## src/rtl/gpio_port_pkg.sv

```systemverilog
package gpio_port_pkg;

  localparam int unsigned REG_IDX_W = 3;

  localparam logic [REG_IDX_W-1:0] IDX_DOUT  = 3'd0;
  localparam logic [REG_IDX_W-1:0] IDX_DIR   = 3'd1;
  localparam logic [REG_IDX_W-1:0] IDX_LEVEL = 3'd2;
  localparam logic [REG_IDX_W-1:0] IDX_CFGL  = 3'd3;
  localparam logic [REG_IDX_W-1:0] IDX_CFGH  = 3'd4;
  localparam logic [REG_IDX_W-1:0] IDX_MASK  = 3'd5;
  localparam logic [REG_IDX_W-1:0] IDX_STAT  = 3'd6;
  localparam logic [REG_IDX_W-1:0] IDX_DUAL  = 3'd7;

  typedef enum logic [1:0] {
    TRIG_LOW  = 2'd0,
    TRIG_HIGH = 2'd1,
    TRIG_RISE = 2'd2,
    TRIG_FALL = 2'd3
  } trig_e;

  // Decide whether one pin reports an event this cycle.
  function automatic logic trig_hit(input trig_e mode, input logic dual,
                                    input logic now_v, input logic was_v);
    logic hit;
    if (dual) begin
      hit = now_v ^ was_v;
    end else begin
      unique case (mode)
        TRIG_LOW:  hit = ~now_v;
        TRIG_HIGH: hit = now_v;
        TRIG_RISE: hit = now_v & ~was_v;
        default:   hit = ~now_v & was_v;
      endcase
    end
    return hit;
  endfunction

  // New status: clear by written ones, then set by events (set wins).
  function automatic logic [31:0] stat_next(input logic [31:0] cur,
                                            input logic [31:0] clr,
                                            input logic [31:0] set);
    return (cur & ~clr) | set;
  endfunction

endpackage

```

## src/rtl/gpio_sync.sv

```systemverilog
module gpio_sync #(
  parameter int unsigned WIDTH  = 32,
  parameter int unsigned STAGES = 2
) (
  input  logic             clk,
  input  logic             rst_n,
  input  logic [WIDTH-1:0] d_in,
  output logic [WIDTH-1:0] q_out
);
  logic [WIDTH-1:0] chain [STAGES];

  for (genvar s = 0; s < STAGES; s++) begin : g_stage
    if (s == 0) begin : g_first
      always_ff @(posedge clk or negedge rst_n) begin
        if (!rst_n) chain[0] <= '0;
        else        chain[0] <= d_in;
      end
    end else begin : g_next
      always_ff @(posedge clk or negedge rst_n) begin
        if (!rst_n) chain[s] <= '0;
        else        chain[s] <= chain[s-1];
      end
    end
  end

  assign q_out = chain[STAGES-1];
endmodule

```

## src/rtl/gpio_trig_bank.sv

```systemverilog
module gpio_trig_bank
  import gpio_port_pkg::*;
#(
  parameter int unsigned PINS = 32,
  localparam int unsigned HALF = PINS / 2
) (
  input  logic            clk,
  input  logic            rst_n,
  input  logic [PINS-1:0] lvl_now,
  input  logic [2*HALF-1:0] cfg_lo,
  input  logic [2*HALF-1:0] cfg_hi,
  input  logic [PINS-1:0] dual_sel,
  output logic [PINS-1:0] evt
);
  logic [PINS-1:0] lvl_was;

  always_ff @(posedge clk or negedge rst_n) begin
    if (!rst_n) lvl_was <= '0;
    else        lvl_was <= lvl_now;
  end

  for (genvar p = 0; p < PINS; p++) begin : g_pin
    trig_e mode;
    if (p < HALF) begin : g_lo
      assign mode = trig_e'(cfg_lo[2*p +: 2]);
    end else begin : g_hi
      assign mode = trig_e'(cfg_hi[2*(p-HALF) +: 2]);
    end
    assign evt[p] = trig_hit(mode, dual_sel[p], lvl_now[p], lvl_was[p]);
  end
endmodule

```

## src/rtl/gpio_regfile.sv

```systemverilog
module gpio_regfile
  import gpio_port_pkg::*;
#(
  parameter int unsigned PINS = 32,
  parameter int unsigned AW   = 5
) (
  input  logic            clk,
  input  logic            rst_n,
  input  logic [AW-1:0]   reg_addr,
  input  logic [PINS-1:0] reg_wdata,
  input  logic            reg_we,
  input  logic            reg_re,
  output logic [PINS-1:0] reg_rdata,
  input  logic [PINS-1:0] lvl_now,
  input  logic [PINS-1:0] evt,
  output logic [PINS-1:0] dout_q,
  output logic [PINS-1:0] dir_q,
  output logic [PINS-1:0] cfgl_q,
  output logic [PINS-1:0] cfgh_q,
  output logic [PINS-1:0] mask_q,
  output logic [PINS-1:0] stat_q,
  output logic [PINS-1:0] dual_q,
  output logic [PINS-1:0] clr_vec
);
  logic                 aligned;
  logic [REG_IDX_W-1:0] idx;
  logic                 wr_ok;

  assign aligned = (reg_addr[1:0] == 2'b00);
  assign idx     = reg_addr[AW-1:2];
  assign wr_ok   = reg_we & aligned;
  assign clr_vec = (wr_ok && idx == IDX_STAT) ? reg_wdata : '0;

  always_ff @(posedge clk or negedge rst_n) begin
    if (!rst_n) begin
      dout_q <= '0;
      dir_q  <= '0;
      cfgl_q <= '0;
      cfgh_q <= '0;
      mask_q <= '0;
      dual_q <= '0;
    end else if (wr_ok) begin
      unique case (idx)
        IDX_DOUT: dout_q <= reg_wdata;
        IDX_DIR:  dir_q  <= reg_wdata;
        IDX_CFGL: cfgl_q <= reg_wdata;
        IDX_CFGH: cfgh_q <= reg_wdata;
        IDX_MASK: mask_q <= reg_wdata;
        IDX_DUAL: dual_q <= reg_wdata;
        default: ;
      endcase
    end
  end

  always_ff @(posedge clk or negedge rst_n) begin
    if (!rst_n) stat_q <= '0;
    else        stat_q <= stat_next(stat_q, clr_vec, evt);
  end

  always_comb begin
    reg_rdata = '0;
    if (reg_re && aligned) begin
      unique case (idx)
        IDX_DOUT:  reg_rdata = dout_q;
        IDX_DIR:   reg_rdata = dir_q;
        IDX_LEVEL: reg_rdata = lvl_now;
        IDX_CFGL:  reg_rdata = cfgl_q;
        IDX_CFGH:  reg_rdata = cfgh_q;
        IDX_MASK:  reg_rdata = mask_q;
        IDX_STAT:  reg_rdata = stat_q;
        default:   reg_rdata = dual_q;
      endcase
    end
  end
endmodule

```

## src/rtl/gpio_irq_combine.sv

```systemverilog
module gpio_irq_combine #(
  parameter int unsigned PINS = 32,
  localparam int unsigned HALF = PINS / 2
) (
  input  logic [PINS-1:0] stat,
  input  logic [PINS-1:0] mask,
  output logic            irq_lo,
  output logic            irq_hi,
  output logic            irq_any
);
  logic [PINS-1:0] pend;
  assign pend    = stat & mask;
  assign irq_lo  = |pend[HALF-1:0];
  assign irq_hi  = |pend[PINS-1:HALF];
  assign irq_any = |pend;
endmodule

```

## src/rtl/gpio_irq_port.sv

```systemverilog
module gpio_irq_port
  import gpio_port_pkg::*;
#(
  parameter int unsigned PINS       = 32,
  parameter int unsigned AW         = 5,
  parameter int unsigned SYNC_DEPTH = 2,
  localparam int unsigned HALF      = PINS / 2
) (
  input  logic            clk,
  input  logic            rst_n,
  input  logic [AW-1:0]   reg_addr,
  input  logic [PINS-1:0] reg_wdata,
  input  logic            reg_we,
  input  logic            reg_re,
  output logic [PINS-1:0] reg_rdata,
  input  logic [PINS-1:0] pad_in,
  output logic [PINS-1:0] pad_out,
  output logic [PINS-1:0] pad_oe,
  output logic            irq_lo,
  output logic            irq_hi,
  output logic            irq_any
);
  logic [PINS-1:0] lvl_now;
  logic [PINS-1:0] evt;
  logic [PINS-1:0] dout_q, dir_q, cfgl_q, cfgh_q, mask_q, stat_q, dual_q;
  logic [PINS-1:0] clr_vec;

  gpio_sync #(.WIDTH(PINS), .STAGES(SYNC_DEPTH)) u_sync (
    .clk(clk), .rst_n(rst_n), .d_in(pad_in), .q_out(lvl_now)
  );

  gpio_trig_bank #(.PINS(PINS)) u_trig (
    .clk(clk), .rst_n(rst_n), .lvl_now(lvl_now),
    .cfg_lo(cfgl_q[2*HALF-1:0]), .cfg_hi(cfgh_q[2*HALF-1:0]),
    .dual_sel(dual_q), .evt(evt)
  );

  gpio_regfile #(.PINS(PINS), .AW(AW)) u_regs (
    .clk(clk), .rst_n(rst_n), .reg_addr(reg_addr), .reg_wdata(reg_wdata),
    .reg_we(reg_we), .reg_re(reg_re), .reg_rdata(reg_rdata),
    .lvl_now(lvl_now), .evt(evt),
    .dout_q(dout_q), .dir_q(dir_q), .cfgl_q(cfgl_q), .cfgh_q(cfgh_q),
    .mask_q(mask_q), .stat_q(stat_q), .dual_q(dual_q), .clr_vec(clr_vec)
  );

  gpio_irq_combine #(.PINS(PINS)) u_irq (
    .stat(stat_q), .mask(mask_q),
    .irq_lo(irq_lo), .irq_hi(irq_hi), .irq_any(irq_any)
  );

  assign pad_out = dout_q;
  assign pad_oe  = dir_q;
endmodule

```

## config.mk

```make
export PLATFORM = sky130hd
export DESIGN_NAME = gpio_irq_port
export DESIGN_NICKNAME = d
export VERILOG_FILES = /design/src/rtl/gpio_port_pkg.sv /design/src/rtl/gpio_sync.sv /design/src/rtl/gpio_trig_bank.sv /design/src/rtl/gpio_regfile.sv /design/src/rtl/gpio_irq_combine.sv /design/src/rtl/gpio_irq_port.sv
export SDC_FILE = /design/constraint.sdc
export NUM_CORES = 1
export LEC_CHECK = 0
export BUFFER_PORTS_ARGS = -buffer_cell sky130_fd_sc_hd__buf_2
export CAP_MARGIN = 25
export CORE_MARGIN = 1
export CORE_UTILIZATION = 59
export DETAILED_ROUTE_END_ITERATION = 8
export GPL_TIMING_DRIVEN = 0
export PLACE_DENSITY_LB_ADDON = 0.12
export RECOVER_POWER = 50
export SYNTH_ARGS = -nofsm -noshare
export SYNTH_HDL_FRONTEND = slang
export SYNTH_SLANG_ARGS = --single-unit
```

## constraint.sdc

```tcl
create_clock -name clk -period 2.5 [get_ports clk]
set_input_delay 0.5 -clock clk [delete_from_list [all_inputs] [get_ports clk]]
set_output_delay 0.5 -clock clk [all_outputs]
set_load 0.02 [all_outputs]
```

Word-level counts from Yosys, hierarchy flattened
Index checks and enable logic that the tools add are counted.
{"block": "classes", "bitwise": 165, "n_reduce_logical": 45, "n_mux": 67, "n_eq_ne": 71}
{"operator": "32-bit case mux with 7 select lines", "n": 1}
{"operator": "1-bit case mux with 3 select lines", "n": 32}
{"operator": "2-bit zero test", "n": 33}
{"operator": "1-bit AND", "n": 65}
{"operator": "32-bit AND", "n": 2}
{"operator": "2-bit by 1-bit equality test with 1-bit output, second input constant", "n": 32}
{"operator": "2-bit equality test, second input constant", "n": 32}
{"operator": "32-bit two-way mux", "n": 2}
{"operator": "1-bit NOT", "n": 64}
{"operator": "1-bit two-way mux", "n": 32}
{"operator": "32-bit NOT", "n": 1}
{"operator": "32-bit OR", "n": 1}
{"operator": "16-bit OR reduction", "n": 2}
{"operator": "32-bit OR reduction", "n": 1}
{"operator": "1-bit XOR", "n": 32}
{"operator": "3-bit equality test, second input constant", "n": 4}
{"operator": "2-bit AND reduction", "n": 6}
{"operator": "3-bit by 2-bit equality test with 1-bit output, second input constant", "n": 2}
{"operator": "3-bit by 1-bit equality test with 1-bit output, second input constant", "n": 1}
{"operator": "3-bit zero test", "n": 1}
{"operator": "1-bit logical AND", "n": 2}
{"block": "word_totals", "in_bits": 73, "out_inout_bits": 99, "word_cells": 358, "register_bits": 320}

Longest topological paths before layout
Gate-level depths: netlist (run 1).
{"block": "logic_depth", "ltp_word": 7, "depth_mapped": 8, "depth_no_buf": 6}

Cells and area by module
From an unflattened synthesis (run 1), not the netlist that was laid out.
{"block": "hier_totals", "cells_unflattened": 1302, "area_unflattened_um2": 15732.6}
{"mod": "gpio_regfile", "seq_area_each_um2": 5605.4, "instances": 1, "cells_each": 835, "area_each_um2": 10398.7}
{"mod": "gpio_trig_bank", "seq_area_each_um2": 800.8, "instances": 1, "cells_each": 352, "area_each_um2": 3283.1}
{"mod": "gpio_sync", "seq_area_each_um2": 1601.5, "instances": 1, "cells_each": 96, "area_each_um2": 1841.8}
{"mod": "gpio_irq_combine", "seq_area_each_um2": 0.0, "instances": 1, "cells_each": 19, "area_each_um2": 209.0}

Worst setup path before layout (run 1)
Ideal clock, no wire load.
{"block": "synth_path", "path_kind": "in2out", "start": "input port reg_addr[2]", "end": "output port reg_rdata[10]", "path_stages": 8, "path_buffers": 4, "arrival_time_ns": 1.877, "required_time_ns": 2.000, "slack_ns": 0.123, "path_cell_list": "buf_4 buf_4 buf_2 buf_2 nand3b_1 o21ai_0 nand2_1 a31oi_1"}
{"block": "synth_between", "elab_chain_cells": 3, "word_cells_on_any_way": 9, "cone_classes": "eq/ne (6); mux (2); reduce/logical (1)"}
{"item": "from (decl)", "line_no": "gpio_irq_port.sv:11", "source": "input logic [AW-1:0] reg_addr,"}
{"item": "3-bit equality test, or another cell as far along", "line_no": "gpio_regfile.sv:63", "source": "unique case (idx)"}
{"item": "32-bit case mux with 7 select lines *", "line_no": "gpio_regfile.sv:63"}
{"item": "32-bit two-way mux *", "line_no": "gpio_regfile.sv:62", "source": "if (reg_re && aligned) begin"}
{"item": "to (decl)", "line_no": "gpio_irq_port.sv:15", "source": "output logic [PINS-1:0] reg_rdata,"}
Mark *: on every way between the ends. The rest lies on a longest branch, timed or not.

Final worst setup path (run 1)
{"block": "layout_path", "start": "register u_regs.stat_q[0]", "end": "output port irq_any"}
{"block": "layout_between", "elab_chain_cells": 2}
{"item": "from (decl)", "line_no": "gpio_regfile.sv:21", "source": "output logic [PINS-1:0] stat_q,"}
{"item": "from (signal assigned)", "line_no": "gpio_regfile.sv:57", "source": "else stat_q <= stat_next(stat_q, clr_vec, evt);"}
{"item": "32-bit AND", "line_no": "gpio_irq_combine.sv:12", "source": "assign pend = stat & mask;"}
{"item": "32-bit OR reduction", "line_no": "gpio_irq_combine.sv:15", "source": "assign irq_any = |pend;"}
{"item": "to (decl)", "line_no": "gpio_irq_port.sv:21", "source": "output logic irq_any"}
No other way between the ends.

==> metrics.md, run 1 <==
| Metric | Value |
|---|---|
| Status | complete, but fails checks |
| Failing checks | capacitance limit, slew limit, setup timing |
| Simple-gate portion of the synthesized area | 7.06% |
| Total Routing Usage GR | 35.7% |
| Unique masters post-synth | 45 |
| CTS Sinks | 320 |
| Vias in the first global route | 11555 |
| Tmin final | 2.67 ns |
| Largest family of logic cells by synthesized area | multiplexers |
| Final Hold Vio Count | 0 |
| Cells after DPL | 1785 |
| DRT Pass-1 Iters | 8 |
| Xor/xnor share of the synthesized area | 0.170% |
| Post-synthesis mux area share | 19.5% |
| Synth area leader | dfrtp_1 |
| Min-Delay Path Class | in2reg |
| Worst Setup SP | u_regs.stat_q[0]$_DFF_PN0_ |
| Post-Syn Instances | 1283 |
| Crit. End Element | primary output |
| DRC | 0 |
| Post-Layout Cell Count | 1871 |
| Fmax achieved | 374 MHz |
| Post-synth top area share | 51.9% |
| Vias | 11855 |
| Hold buffer count at CTS | 0 |
| Die X-Extent | 164 um |
| Worst EP required | 2.00 ns |
| Post-layout nets | 1653 |
| Register area | 8010 um^2 |
| Iter 0 DRT Violations | 1355 |
| Hold path start | pad_in[16] |
| Post-Syn Area | 15400 um^2 |
| Slew at the pin closest to its max-slew limit | 2.38 ns |
| First-pass GRT wire length | 70.0 mm |
| DR top layer | met4 |
| Hold slack | 0.0747 ns |
| Layout cell share with drive strength beyond 1 | 34.7% |
| Worst EP arrival | 2.17 ns |
| DR WL/cell | 25.1 um |
| Crit Path Max Fanout | 2 |
| Detail Route Antenna Nets | 0 |
| Leak pwr | 8.81 nW |
| Max_cap viols | 1 |
| Num rows | 58 |
| Final Setup Violations | 3 |
| CTS Root Cell | clkbuf_16 |
| Core Area | 25400 um^2 |
| Prevailing post-synth register cell | dfrtp_1 |
| CP Class | reg2out |
| Clock skew | 0.0105 ns |
| Asr flop ratio synth | 100% |
| Final wirelength | 47.0 mm |
| Max Slew Vio Count | 90 |
| Total gr overflow | 0 |
| Syn avg cell area | 12.0 um^2 |
| Initial antenna violation count | 2 |
| Synth Area in Adders | 5.19% |
| Register area share after synthesis | 51.9% |
| CP Launch Type | flop |
| Max Root-Sink Buffers | 3 |
| Layout fillers | 1803 |
| Largest net degree at the start of global routing | 122 |
| Vias per inst | 6.34 |
| H-tree depth | 2 |
| Hpwl dp | 31.3 mm |
| Synth Area in Compound Gates | 11.2% |
| Reg2reg start | u_sync.q_out[18]$_DFF_PN0_ |
| Pwr dens | 786 nW/um^2 |
| DIE AREA | 26800 um^2 |
| Inserted Clock Buffers | 35 |
| Synth Register Bits | 320 |
| EDFF count, synth | 0 |
| Routability Congestion | 0.910 |
| Syn nets | 1420 |
| Area Growth Syn to Fin | 20.4% |
| PortBufs | 170 |
| Met1 WL | 19.2 mm |
| Routed met2 length | 20.9 mm |
| WL met3 | 4.47 mm |
| CTS tree | done |
| Unrepaired setup endpoints after global routing | yes |
| Starting Density | 60.8% |
| Slew HR | -58.8% |
| I/O pins | 172 |
| Ys Warns | 0 |
| Setup slack after layout | -0.175 ns |
| Tcrit/Tclk final | 107% |
| Area of the multi-input gates | 6760 um^2 |
| Worst-skew pair later-pin latency | 0.52 ns |
| Reg clk slew, reported paths | 0.07 ns |
| Main area contributors after synthesis | dfrtp_1, mux2_2, ha_1, mux2_1, mux2i_1 |
| Peak VDD IR | 0.598 mV |
| Die H | 164 um |
| TNS Setup | -0.223 ns |
-- cell usage after synthesis, drive strengths merged, types with 7 or more instances --
library cell	number
a2111oi	7
a211o	10
a211oi	30
a21oi	36
a221o	15
a221oi	18
a222oi	17
a22o	11
and2	16
buf	42
clkbuf	22
dfrtp	320
ha	64
inv	104
mux2	209
mux2i	48
mux4	8
nand2	85
nand2b	15
nand3b	21
nor2	33
nor2b	8
o21ai	89
o221ai	7
or2	18
-- what timing repair did --
action	in CTS	in global routing
endpoints found under the setup margin	34	24
buffers inserted	16	10
pin swaps	9	11
gates resized for setup	100	34
gates cloned	0	1
hold endpoints to repair	0	0
-- final cells by class --
type / instances / share of cell area [%]
well taps: 330 / 2.22
clock inverters: 11 / 0.734
plain buffers: 62 / 3.47
multi-input cells: 795 / 36.4
diodes: 1 / 0.0135
flip-flops and latches: 320 / 43.1
repair buffers: 198 / 6.23
clock buffers: 50 / 5.73
inverters: 104 / 2.12
-- flip-flops by register name (all words and copies together), names as in the netlist --
name	flops
u_regs.cfgh_q	32
u_regs.cfgl_q	32
u_regs.dir_q	32
u_regs.dout_q	32
u_regs.dual_q	32
u_regs.mask_q	32
u_regs.stat_q	32
u_sync.chain	32
u_sync.q_out	32
u_trig.lvl_was	32
-- report_power, final --
group	switching [mW]	total [mW]	internal, mW
Clock	2.13	5.40	3.27
Combinational	1.32	2.55	1.23
Sequential	0.781	6.66	5.88
Total	4.23	14.6	10.4
-- per-layer routing --
layer  up-vias  GRT usage, %
met4         0          16.7
li1       5091             -
met1      6032          50.1
met5         -             0
met3       143          7.05
met2       589          53.6
-- final timing paths --
path                                                       to  slack [ns]  depth (start not counted)
worst max-delay path                                  irq_any       -0.17                          6
worst max register to register    u_regs.stat_q[18]$_DFF_PN0_        0.86                          6
worst min-delay path               u_sync.chain[48]$_DFF_PN0_        0.07                          1
worst min register to register      u_sync.q_out[1]$_DFF_PN0_        0.34                          0
min in group asynchronous          u_sync.q_out[11]$_DFF_PN0_        0.65                          1
max in group asynchronous       u_regs.cfgh_q[23]$_DFFE_PN0P_        0.29                          2
-- placed cells by master (no fill, tap or decap), types with 17 or more instances in the layout --
master | synthesis | routed
mux2i_1 | 48 | 48
clkbuf_16 | 0 | 41
nand3b_1 | 21 | 21
buf_4 | 12 | 39
a222oi_1 | 17 | 17
inv_1 | 104 | 103
a211oi_1 | 30 | 30
ha_1 | 64 | 64
mux2_1 | 43 | 43
o21ai_0 | 89 | 84
mux2_2 | 166 | 166
a21oi_1 | 36 | 31
nand2_1 | 83 | 83
buf_6 | 9 | 19
dfrtp_1 | 320 | 318
nor2_1 | 32 | 30
buf_2 | 19 | 169
-- stage by stage --
step           area, um^2  utilization (%)  setup slack (ns)  power, mW
5_1_grt             18600             73.2            -0.188       15.1
6_report            18600             73.2            -0.175       14.6
3_3_place_gp        16700             65.7             -5.14       8.97
3_5_place_dp        16800             66.0            -0.877       9.08
2_1_floorplan       15400                -             0.123       8.04
4_1_cts             18400             72.5            -0.123       14.5
-- critical path, stage by stage, from the launching register on --
cell and delay [ns]:
dfrtp_1 0.39, a22o_1 0.24, a221oi_2 0.29, nand4_1 0.18, buf_4 0.19, or2_4 0.22, buf_6 0.13
-- cell families after synthesis --
| kind of cell | Yosys count |
|---|---|
| xor+xnor | 3 |
| compound gates | 252 |
| fa+ha+maj | 64 |
| buf+inv | 168 |
| simple gates | 211 |
| mux | 265 |
| flops | 320 |
Note: power is estimated with default switching activity, not from simulation.
==> inputs of run 2 (changes only) <==
Settings changed: PLACE_DENSITY set to 0.82, PLACE_DENSITY_LB_ADDON 0.12 to unset.
==> metrics.md, run 2 (same netlist as run 1, synthesis figures left out) <==
| Metric | Value |
|---|---|
| Final Hold Vio Count | 0 |
| Tcrit/Tclk final | 106% |
| Final Setup Violations | 5 |
| First-pass GRT wire length | 69.8 mm |
| Vias per inst | 6.50 |
| Die H | 164 um |
| Max Slew Vio Count | 113 |
| Utilization after layout | 72.1% |
| Status | complete, but fails checks |
| CP Launch Type | flop |
| Starting Density | 60.8% |
| CTS Root Cell | clkbuf_16 |
| Slew at the pin closest to its max-slew limit | 1.61 ns |
| I/O pins | 172 |
| Core Area | 25400 um^2 |
| Hold slack | 0.0850 ns |
| Num rows | 58 |
| CP Class | reg2out |
| Unrepaired setup endpoints after global routing | yes |
| Die X-Extent | 164 um |
| Hpwl dp | 31.5 mm |
| Vias | 12082 |
| Peak VDD IR | 0.605 mV |
| Tmin final | 2.65 ns |
| Crit Path Max Fanout | 2 |
| DRT Pass-1 Iters | 8 |
| Crit-path cells | a22o_1, a221oi_2, nand4_1, buf_4, or2_4, buf_6 |
| Iter 0 DRT Violations | 1579 |
| Failing checks | capacitance limit, slew limit, setup timing |
| Commonest cells after routing, fill and taps aside | dfrtp_1, buf_2, mux2_2, inv_1 |
| Layout fillers | 1734 |
| Leak pwr | 8.67 nW |
| Worst EP required | 2.00 ns |
| H-tree depth | 2 |
| Post-Layout Cell Count | 1858 |
| Vias in the first global route | 11938 |
| Initial antenna violation count | 1 |
| Design area | 18300 um^2 |
| Met1 WL | 17.5 mm |
| Max Root-Sink Buffers | 3 |
| CTS tree | done |
| Pwr dens | 770 nW/um^2 |
| Hold buffer count at CTS | 0 |
| Total Routing Usage GR | 35.5% |
| Slew HR | -7.57% |
| Fmax achieved | 377 MHz |
| Min-Delay Path Class | in2reg |
| DR WL/cell | 25.4 um |
| Leading cell type in the layout, fill and taps excluded | dfrtp_1 |
| Clock skew | 0.0115 ns |
| Detail Route Antenna Nets | 0 |
| Worst path max stage delay | 0.40 ns |
| Cells after DPL | 1785 |
| Routability Congestion | 0.951 |
| Layout cell share with drive strength beyond 1 | 33.1% |
| WL met3 | 5.48 mm |
| Worst-skew pair later-pin latency | 0.52 ns |
| Area Growth Syn to Fin | 18.6% |
| Final wirelength | 47.1 mm |
| Worst EP arrival | 2.15 ns |
| TNS Setup | -0.295 ns |
| CTS Sinks | 320 |
| PortBufs | 170 |
| Setup slack after layout | -0.153 ns |
| Total gr overflow | 0 |
| DIE AREA | 26800 um^2 |
| DRC | 0 |
| Largest net degree at the start of global routing | 126 |
| Post-layout nets | 1646 |
| CP max stage cell | dfrtp_1 |
| DR top layer | met5 |
| Routed met2 length | 21.3 mm |
| Reg clk slew, reported paths | 0.06 ns |
| Inserted Clock Buffers | 35 |
| Max_cap viols | 1 |
| Crit. End Element | primary output |
| Placement Cell Area | 16800 um^2 |
==> run 2: area by class of cell <==
type | count | area, um^2 | area share (%)
Timing Repair Buffer | 191 | 1080 | 5.92
Antenna cell | 1 | 2.50 | 0.0137
Buffer | 62 | 621 | 3.39
Multi-Input combinational cell | 795 | 6740 | 36.8
Clock buffer | 53 | 1040 | 5.66
Sequential cell | 320 | 8010 | 43.7
Tap cell | 330 | 413 | 2.26
Clock inverter | 2 | 13.8 | 0.0752
Inverter | 104 | 394 | 2.15
==> run 2: path summary, 6_finish.rpt <==
kind / start / end / slack [ns] / cells past startpoint
worst max-delay path: u_regs.stat_q[0]$_DFF_PN0_ / irq_any / -0.15 / 6
worst min-delay path: pad_in[26] / u_sync.chain[58]$_DFF_PN0_ / 0.08 / 1
worst max register to register: u_sync.q_out[22]$_DFF_PN0_ / u_regs.stat_q[22]$_DFF_PN0_ / 0.87 / 5
worst min register to register: u_sync.chain[57]$_DFF_PN0_ / u_sync.q_out[25]$_DFF_PN0_ / 0.34 / 0
max in group asynchronous: rst_n / u_regs.stat_q[7]$_DFF_PN0_ / 0.61 / 2
min in group asynchronous: rst_n / u_sync.q_out[14]$_DFF_PN0_ / 0.42 / 1
==> run 2: stage by stage <==
stage | power (mW) | worst slack [ns]
global route | 14.6 | -0.169
global placement | 8.95 | -5.08
detailed placement | 9.10 | -0.880
finish | 14.1 | -0.153
CTS | 14.0 | -0.113
floorplan | 8.04 | 0.123
==> run 2: power by group <==
group          internal [mW]  total (mW)  switching [mW]  leakage (nW)
sequential              5.88        6.68           0.804          3.86
combinational           1.21        2.55            1.34          4.30
clock                   2.84        4.86            2.02         0.513
==> run 2: timing repair <==
item / 4_1_cts / 5_1_grt
setup endpoints to repair: 34 / 15
gates cloned: 0 / 1
setup buffers: 9 / 9
pin swaps: 10 / 13
resized for setup: 101 / 29
==> run 2: worst max-delay path, delay by kind of cell, from the launching register on <==
kind                   cells  cell delay (ns)
AO/OA/AOI/OAI              2             0.58
buffers and inverters      2             0.32
flip-flops                 1             0.40
AND/OR/NAND/NOR            2             0.36
==> run 2: routing by layer <==
| layer | vias up | GRT usage, % |
|---|---|---|
| li1 | 5046 | - |
| met1 | 6006 | 47.0 |
| met2 | 848 | 53.8 |
| met3 | 180 | 7.98 |
| met4 | 2 | 20.7 |
| met5 | - | 1.33 |
==> inputs of run 3 (changes only) <==
Settings changed: REMOVE_ABC_BUFFERS set to 1.
==> metrics.md, run 3 (same netlist as run 1, synthesis figures left out) <==
| Metric | Value |
|---|---|
| Status | complete, but fails checks |
| Failing checks | slew limit, setup timing |
| Max Root-Sink Buffers | 3 |
| Routability Congestion | 0.866 |
| Area Growth Syn to Fin | 20.4% |
| Total gr overflow | 0 |
| H-tree depth | 2 |
| Layout fillers | 1664 |
| Hold slack | 0.0816 ns |
| Vias in the first global route | 12076 |
| Reg clk slew, reported paths | 0.06 ns |
| Initial antenna violation count | 0 |
| Post-Layout Cell Count | 1833 |
| Worst-skew pair later-pin latency | 0.53 ns |
| I/O pins | 172 |
| DIE AREA | 26800 um^2 |
| R2r worst-path depth | 6 |
| Hold depth | 1 |
| Post-layout nets | 1617 |
| Detail Route Antenna Nets | 0 |
| Die H | 164 um |
| Setup slack after layout | -0.193 ns |
| Peak VDD IR | 0.617 mV |
| Hpwl dp | 26.6 mm |
| Vias per inst | 6.45 |
| PortBufs | 171 |
| Total Routing Usage GR | 34.3% |
| Starting Density | 60.8% |
| TNS Setup | -0.253 ns |
| Commonest cells after routing, fill and taps aside | dfrtp_1, mux2_2, buf_2, inv_1, o21ai_0 |
| Inserted Clock Buffers | 35 |
| CP Launch Type | flop |
| Worst EP required | 2.00 ns |
| Hold buffer count at CTS | 0 |
| CP Class | reg2out |
| # diodes | 0 |
| CTS tree | done |
| Crit. End Element | primary output |
| Final Setup Violations | 3 |
| DR WL/cell | 24.9 um |
| Largest net degree at the start of global routing | 124 |
| Slew at the pin closest to its max-slew limit | 1.50 ns |
| DRC | 0 |
| Hold path start | pad_in[30] |
| Max Slew Vio Count | 30 |
| Leak pwr | 8.76 nW |
| Final wirelength | 45.6 mm |
| First-pass GRT wire length | 68.9 mm |
| CTS Root Cell | clkbuf_16 |
| Crit Path Max Fanout | 3 |
| WHS Endpoint | u_sync.chain[62]$_DFF_PN0_ |
| Final Power | 14.5 mW |
| Max_cap viols | 0 |
| Iter 0 DRT Violations | 1563 |
| Num rows | 58 |
| CTS Sinks | 320 |
| Die X-Extent | 164 um |
| Tcrit/Tclk final | 108% |
| Worst EP arrival | 2.19 ns |
| Min-Delay Path Class | in2reg |
| Final Hold Vio Count | 0 |
| Leading cell type in the layout, fill and taps excluded | dfrtp_1 |
| DRT Pass-1 Iters | 9 |
| Vias | 11824 |
| Fmax achieved | 371 MHz |
| FF-to-FF setup slack | 0.84 ns |
| Pwr dens | 781 nW/um^2 |
| Core Area | 25400 um^2 |
| Unrepaired setup endpoints after global routing | yes |
| Layout cell share with drive strength beyond 1 | 33.1% |
| R2R Path End | u_regs.stat_q[26]$_DFF_PN0_ |
| Slew HR | -0.268% |
| Clock skew | 0.0211 ns |
| Cells after DPL | 1736 |
| Tmin final | 2.69 ns |
| Reg2reg start | u_sync.q_out[26]$_DFF_PN0_ |
[run 3: cell count changes in the layout (fill, tap and decap cells not counted), sizes merged]
cell and change:
inv -1, bufinv +2, diode -1, clkbuf -14, clkinv +4, buf -20
bufbuf +5
[run 3: critical path, cell delays in order, from the launching register on]
cell	delay (ns)
dfrtp_1	0.43
a22o_1	0.27
a221oi_1	0.29
nand4_1	0.15
buf_6	0.18
or2_4	0.22
buf_6	0.13
[run 3: worst max-delay path by stage]
stage / endpoint / start / slack [ns] / depth (start not counted)
3_5_place_dp: reg_rdata[14] / reg_addr[2] / -1.41 / 8
6_report: irq_any / u_regs.stat_q[25]$_DFF_PN0_ / -0.19 / 6
4_1_cts: irq_any / u_regs.mask_q[24]$_DFFE_PN0P_ / -0.12 / 6
2_1_floorplan: reg_rdata[10] / reg_addr[1] / -0.43 / 3
5_1_grt: irq_any / u_regs.stat_q[25]$_DFF_PN0_ / -0.24 / 6
3_3_place_gp: u_sync.chain[41]$_DFF_PN0_ / rst_n / -5.08 / 1
[run 3: area by class of cell]
| class | count | area [um^2] | share of cell area (%) |
|---|---|---|---|
| well taps | 330 | 413 | 2.22 |
| clock buffers | 53 | 1080 | 5.79 |
| multi-input cells | 795 | 6790 | 36.6 |
| repair buffers | 224 | 1810 | 9.72 |
| flip-flops and latches | 320 | 8010 | 43.1 |
| inverters | 104 | 394 | 2.12 |
| clock inverters | 7 | 85.1 | 0.458 |
[run 3: power by group]
group          total, mW  switching, mW  internal, mW
clock network       5.26           2.09          3.17
registers           6.64          0.765          5.88
logic               2.61           1.36          1.26
total               14.5           4.21          10.3
[run 3: metal layers]
metal,track usage (%),wire length [um]
met5,0,0
met4,17.3,2030
met3,8.11,4910
met2,53.4,21200
met1,45.2,17500
[run 3: what timing repair did]
| action | 4_1_cts | 5_1_grt |
|---|---|---|
| resized for setup | 31 | 33 |
| endpoints found under the hold margin | 0 | 0 |
| cloned | 8 | 3 |
| buffers inserted | 15 | 13 |
| endpoints found under the setup margin | 135 | 23 |
| pin swaps | 16 | 25 |
[run 3: stage by stage]
| step | area, um^2 | utilization [%] | setup slack (ns) |
|---|---|---|---|
| 3_5_place_dp | 16700 | 65.8 | -1.41 |
| 2_1_floorplan | 15100 | - | -0.428 |
| 6_report | 18600 | 73.1 | -0.193 |
| 4_1_cts | 18400 | 72.4 | -0.117 |
| 5_1_grt | 18600 | 73.1 | -0.241 |
| 3_3_place_gp | 16300 | 64.3 | -5.08 |
